File: config.mk
export PLATFORM = sky130hd
export DESIGN_NAME = coupled_osc
export DESIGN_NICKNAME = d
export VERILOG_FILES = /design/src/rtl/osc_pkg.sv /design/src/rtl/osc_cmul.sv /design/src/rtl/osc_core.sv /design/src/rtl/coupled_osc.sv
export SDC_FILE = /design/constraint.sdc
export NUM_CORES = 1
export LEC_CHECK = 0
export BUFFER_PORTS_ARGS = -buffer_cell sky130_fd_sc_hd__buf_2
export CAP_MARGIN = 30
export CORE_ASPECT_RATIO = 1.75
export CORE_MARGIN = 4
export CORE_UTILIZATION = 55
export CTS_BUF_LIST = sky130_fd_sc_hd__clkbuf_4
export DETAILED_ROUTE_END_ITERATION = 8
export MAX_ROUTING_LAYER = met4
export PLACE_DENSITY = 0.81
export SKIP_LAST_GASP = 1
export SLEW_MARGIN = 20
export SYNTH_ARGS = -nofsm -noshare
export SYNTH_HDL_FRONTEND = slang
export SYNTH_HIERARCHICAL = 1
export SYNTH_SLANG_ARGS = --single-unit
File: constraint.sdc
create_clock -name clk_i -period 17.85 [get_ports clk_i]
set_input_delay 0.8925 -clock clk_i [delete_from_list [all_inputs] [get_ports clk_i]]
set_output_delay 0.8925 -clock clk_i [all_outputs]
set_load 0.05 [all_outputs]
File: src/rtl/osc_pkg.sv
package osc_pkg;
  localparam int DW_DEF   = 16;
  localparam int KW_DEF   = 18;
  localparam int COEF_DEF = 25726;  // 2*sin(pi/64) * 2^18
  localparam int AMP_DEF  = 16000;
endpackage

File: src/rtl/osc_cmul.sv
module osc_cmul #(
  parameter int DW    = osc_pkg::DW_DEF,
  parameter int KW    = osc_pkg::KW_DEF,
  parameter int COEF  = osc_pkg::COEF_DEF,
  parameter bit ROUND = 1'b1
) (
  input  logic                 clk_i,
  input  logic                 rst_ni,
  input  logic signed [DW-1:0] x_i,
  output logic signed [DW:0]   y_o
);
  localparam int PW = DW + KW + 2;
  localparam logic signed [PW-1:0] C_S  = PW'(COEF);
  localparam logic signed [PW-1:0] HALF = PW'(1) <<< (KW - 1);

  logic signed [PW-1:0] prod, biased;

  assign prod = PW'(x_i) * C_S;

  generate
    if (ROUND) begin : g_rnd
      assign biased = prod + HALF;
    end else begin : g_trunc
      assign biased = prod;
    end
  endgenerate

  assign y_o = (DW+1)'(biased >>> KW);

  logic signed [PW-1:0] err;
  assign err = (PW'(y_o) <<< KW) - prod;


  rounding_err_chk: assert property (@(posedge clk_i) disable iff (!rst_ni)
    !ROUND || ((err > -HALF) && (err <= HALF)));
endmodule

File: src/rtl/osc_core.sv
module osc_core #(
  parameter int DW      = osc_pkg::DW_DEF,
  parameter int RST_AMP = osc_pkg::AMP_DEF
) (
  input  logic                 clk_i,
  input  logic                 rst_ni,
  input  logic                 en_i,
  input  logic                 init_i,
  input  logic signed [DW-1:0] amp_i,
  input  logic signed [DW:0]   m_sin_i,
  input  logic signed [DW:0]   m_cos_i,
  output logic signed [DW-1:0] cos_nx_o,
  output logic signed [DW-1:0] sin_q_o,
  output logic signed [DW-1:0] cos_q_o
);
  localparam int SW = DW + 2;
  localparam logic signed [SW-1:0] MAXV = SW'((1 <<< (DW - 1)) - 1);
  localparam logic signed [SW-1:0] MINV = -SW'(1 <<< (DW - 1));

  logic signed [SW-1:0] cos_w, sin_w;
  logic signed [DW-1:0] sin_nx;

  // cosine first, sine from the new cosine
  assign cos_w    = SW'(cos_q_o) - SW'(m_sin_i);
  assign cos_nx_o = DW'(cos_w);
  assign sin_w    = SW'(sin_q_o) + SW'(m_cos_i);
  assign sin_nx   = DW'(sin_w);

  always_ff @(posedge clk_i or negedge rst_ni) begin
    if (!rst_ni) begin
      cos_q_o <= DW'(RST_AMP);
      sin_q_o <= '0;
    end else if (init_i) begin
      cos_q_o <= amp_i;
      sin_q_o <= '0;
    end else if (en_i) begin
      cos_q_o <= cos_nx_o;
      sin_q_o <= sin_nx;
    end
  end


  no_overflow_chk: assert property (@(posedge clk_i) disable iff (!rst_ni)
    (en_i && !init_i) |-> (cos_w <= MAXV && cos_w >= MINV &&
                           sin_w <= MAXV && sin_w >= MINV));


  hold_chk: assert property (@(posedge clk_i) disable iff (!rst_ni)
    (!en_i && !init_i) |=> ($stable(sin_q_o) && $stable(cos_q_o)));
endmodule

File: src/rtl/coupled_osc.sv
module coupled_osc #(
  parameter int DW      = osc_pkg::DW_DEF,
  parameter int COEF_W  = osc_pkg::KW_DEF,
  parameter int COEF    = osc_pkg::COEF_DEF,
  parameter int RST_AMP = osc_pkg::AMP_DEF
) (
  input  logic                 clk_i,
  input  logic                 rst_ni,
  input  logic                 en_i,
  input  logic                 init_i,
  input  logic signed [DW-1:0] amp_i,
  output logic signed [DW-1:0] sin_o,
  output logic signed [DW-1:0] cos_o
);
  logic signed [DW:0]   m_sin, m_cos;
  logic signed [DW-1:0] cos_nx;

  osc_cmul #(.DW(DW), .KW(COEF_W), .COEF(COEF), .ROUND(1'b1)) u_mul_s (
    .clk_i(clk_i), .rst_ni(rst_ni), .x_i(sin_o), .y_o(m_sin)
  );

  osc_cmul #(.DW(DW), .KW(COEF_W), .COEF(COEF), .ROUND(1'b1)) u_mul_c (
    .clk_i(clk_i), .rst_ni(rst_ni), .x_i(cos_nx), .y_o(m_cos)
  );

  osc_core #(.DW(DW), .RST_AMP(RST_AMP)) u_core (
    .clk_i(clk_i), .rst_ni(rst_ni), .en_i(en_i), .init_i(init_i),
    .amp_i(amp_i), .m_sin_i(m_sin), .m_cos_i(m_cos),
    .cos_nx_o(cos_nx), .sin_q_o(sin_o), .cos_q_o(cos_o)
  );


  reload_chk: assert property (@(posedge clk_i) disable iff (!rst_ni)
    init_i |=> (sin_o == '0 && cos_o == $past(amp_i)));


  cos_step_chk: assert property (@(posedge clk_i) disable iff (!rst_ni)
    (en_i && !init_i) |=> (cos_o == DW'($past(cos_o) - $past(m_sin))));


  sin_step_chk: assert property (@(posedge clk_i) disable iff (!rst_ni)
    (en_i && !init_i) |=> (sin_o == DW'($past(sin_o) + $past(m_cos))));
endmodule

**Word-level counts from Yosys, hierarchy flattened**

Cells that the tools add are included.

- Mux-type cells: 4
- Add/subtract/negate cells: 4
- Reductions and logical operators: 1
- Multiply operators: 2

Operator list:

| cell | number |
|---|---|
| $add A32 B19 Y33 const B | 2 |
| $mux W16 | 4 |
| $mul A16 B15 Y31 const B | 2 |
| $add A16 B15 Y16 | 1 |
| $sub A16 B15 Y16 | 1 |
| $reduce_bool A2 Y1 | 1 |

- Output and inout bits: 32
- Register bits: 32
- Input port bits: 20
- Logic and storage cells: 13

**Logic depth before layout (Yosys ltp)**

- Depth after elaboration: 8
- Mapped depth: 65
- Mapped depth without buffers: 64

**Cells and area by module**

Netlist, hierarchy kept.

By module, submodules not included:

| module | instances | area each (µm²) | cells an instance | seq. area each (µm²) |
|---|---|---|---|---|
| osc_cmul at u_mul_c | 1 | 5315.1 | 606 | 0.0 |
| osc_cmul at u_mul_s | 1 | 5187.5 | 578 | 0.0 |
| osc_core | 1 | 2847.7 | 329 | 808.3 |

**Worst setup path before layout**

Ideal clock, no wire load.

- Kind: register -> register
- Start: reg u_core.sin_q_o[15]
- End: reg u_core.sin_q_o[15]
- Stages on the path, launching flop included: 61
- Period minus slack after synthesis: 18.344 ns
- Arrival: 18.219 ns
- Buffers on the path: 2
- Setup time: 0.125 ns
- Path slack: -0.494 ns
- Required time: 17.725 ns
- Cells stage by stage: dfrtp_1 buf_1 inv_1 fa_1 fa_1 inv_1 ha_1 fa_1 fa_1 fa_1 ha_1 o21a_1 o2111a_1 a211o_1 nor2b_1 nor4_1 xnor2_1 nand4_1 (+25 left out) nor3_2 a31oi_1 nand2_1 xor2_1 ha_1 inv_1 nor3_1 nand4b_4 nor3_1 xnor2_1 ha_1 a21o_1 a211oi_1 nor2_1 o31ai_2 or4_1 o211a_1 mux2_4

- Word-level cells in the longest chain between the ends: 8

RTL lines:

| what | RTL line | text |
|---|---|---|
| start: declaration | osc_core.sv:13 | `output logic signed [DW-1:0] sin_q_o,` |
| start signal: assignment | osc_core.sv:38 | `sin_q_o <= sin_nx;` |
| $mul A16 B15 Y31 | osc_cmul.sv:18 | `assign prod = PW'(x_i) * C_S;` |
| $add A32 B19 Y33 | osc_cmul.sv:22 | `assign biased = prod + HALF;` |
| via m_sin[13] | coupled_osc.sv:15 | `logic signed [DW:0] m_sin, m_cos;` |
| $sub A16 B15 Y16 | osc_core.sv:24 | `assign cos_w = SW'(cos_q_o) - SW'(m_sin_i);` |
| via cos_nx[15] | coupled_osc.sv:16 | `logic signed [DW-1:0] cos_nx;` |
| $mul A16 B15 Y31 | osc_cmul.sv:18 |  |
| $add A32 B19 Y33 | osc_cmul.sv:22 |  |
| via m_cos[9] | coupled_osc.sv:15 |  |
| $add A16 B15 Y16 | osc_core.sv:26 | `assign sin_w = SW'(sin_q_o) + SW'(m_cos_i);` |
| $mux W16 | osc_core.sv:36 | `end else if (en_i) begin` |
| $mux W16 | osc_core.sv:33 | `end else if (init_i) begin` |

The timed path passes the listed nets, and every way through them passes these cells. The select of a mux whose other input is x is not followed.
A chain may end at the register's enable or synchronous reset.

**Final worst setup path**

Ends and elaborated chain as after synthesis.

==> results.txt <==
Status - finished clean
Synth Warn # - 6
Buf+Inv Stages, Crit Path - 8
Pre-CTS WS - 1258 ps
Worst-margin pin slew - 962.7 ps
Fillcell total - 2108
Global route hottest layer - met2
Clock sink count - 32
Max incr delay on CP - 610 ps
Buffers on Ports - 51
Fmax - 59.87 MHz
Die X - 125.7 um
WP data arrival - 16980 ps
Total track usage - 0.2586
# IOs - 52
Critical Path RT - 18130 ps
Met2 Usage GRT - 0.4930
GRT Residual Overflow - 0
Routability congestion estimate - 0.9813
Initial Util - 0.5573
Vias in the first global route - 11490
Finish-stage setup viols - 0
Post-Syn Area - 13340 sq um
Worst-path fanout max - 29
Share of cells above drive strength 1 - 0.06387
DR WL/cell - 17.91 um
Min Clock Period, post-route - 16700 ps
Max-slew headroom - 0.3536
CTS Hold Bufs - 0
Crit path kind - reg -> reg
Worst Setup Start Kind - flip-flop
CP endpoint kind - flip-flop
DR vias/cell - 5.673
Met1 global-route usage - 0.2621
Die footprint - 26900 sq um
Hold Violations, Final - 0
Post-Route WL - 33290 um
CTS tree - yes
Max Buffers Root-to-Sink - 2
Post-route ant nets - 0
Largest net degree at the start of global routing - 48
DRC viols - 0
# rows - 75
Commonest non-fill, non-tap cells in the layout - inv_1 (323), ha_1 (256), fa_1 (174), nand2_1 (97), xnor2_1 (83)
Nets - 1999
CTS root buffer - clkbuf_4
Core ar. - 23930 sq um
Crit-path slowest cell - or4_1
HP Class - in -> async
Hold WS - 574.1 ps
Global-route wire length before repair - 55600 um
Initial antenna violation count - 1
Vias - 10550
Drt initial violations - 448
Post-CTS setup buffers - 0
Worst-path clk slew - 140 ps
DP HPWL - 29200 um
CP most frequent cell - fa_1
Cells after synthesis - 1511
Max-cap violations - 0
RR Startpoint - u_core/sin_q_o[15]
RSZ-0062 raised after global routing - false
Max Slew Vio Count - 0
Crit path from - u_core/sin_q_o[15]
Setup Skew - 25.50 ps
Fin area - 13990 sq um
Clock Latency Late Sink - 370 ps
Drt pass-1 iters - 5
Syn avg cell area - 8.825 sq um
Tcrit/Tclk final - 0.9357
Die height - 214.0 um
Fin Setup TNS - 0 ps
Area Overhead vs Synth - 4.935%
Synthesized net count - 1961
Met3 Track Usage GR - 0.01697
Delay-heaviest family, CP - adder cells
Setup slack after layout - 1148 ps
CTS resizes - 0
H-tree Lvls - 2
CTS Buf Count - 5
Commonest non-fill, non-tap cell in the layout - inv_1
Placed cell areas - 13920 sq um
[stage by stage]
step,cells,util
global placement,1850,0.5815
global route,1859,0.5848
CTS,1858,0.5847
detailed placement,1850,0.5815
finish,1859,0.5848
floorplan,1511,-
[sequential cells by signal (all words and copies together), names as in the netlist]
register,cells
u_core/cos_q_o,16
u_core/sin_q_o,16
[worst reg2reg max path: cells and delay by family, from the launching register on]
| family | cells | cell delay [ps] |
|---|---|---|
| compound gates | 13 | 2540 |
| xor+xnor | 6 | 1140 |
| fa+ha+maj | 17 | 7350 |
| buf+inv | 8 | 1260 |
| flops | 1 | 400 |
| mux | 2 | 500 |
| simple gates | 13 | 3420 |
[worst paths after layout]
path / slack [ps] / depth (start not counted) / endpoint
worst max-delay path: 1150 / 59 / u_core/sin_q_o[15]
worst min-delay path: 570 / 1 / u_core/sin_q_o[11]
worst max register to register: 1150 / 59 / u_core/sin_q_o[15]
worst min register to register: 600 / 2 / u_core/cos_q_o[10]
max in group asynchronous: 16720 / 1 / u_core/sin_q_o[1]
min in group clk_i: 600 / 2 / u_core/cos_q_o[10]
[final cells by class]
| class | count | area [sq um] | share of cell area |
|---|---|---|---|
| Clock buffer | 5 | 37.54 | 0.002682 |
| Antenna cell | 1 | 2.502 | 0.0001788 |
| Timing Repair Buffer | 54 | 277.8 | 0.01985 |
| Tap cell | 308 | 385.4 | 0.02754 |
| Clock inverter | 3 | 37.54 | 0.002682 |
| Sequential cell | 32 | 808.3 | 0.05776 |
| Multi-Input combinational cell | 1133 | 11230 | 0.8027 |
| Inverter | 323 | 1212 | 0.08664 |
[per-layer routing]
metal / vias up / share of wire
met4: 0 / 0.058
met3: 97 / 0.023
met1: 5145 / 0.36
li1: 5069 / -
met2: 236 / 0.56
met5: - / 0
Power is not shown: default switching activity piles up to over one toggle a cycle in this logic, so the estimate is an artifact.
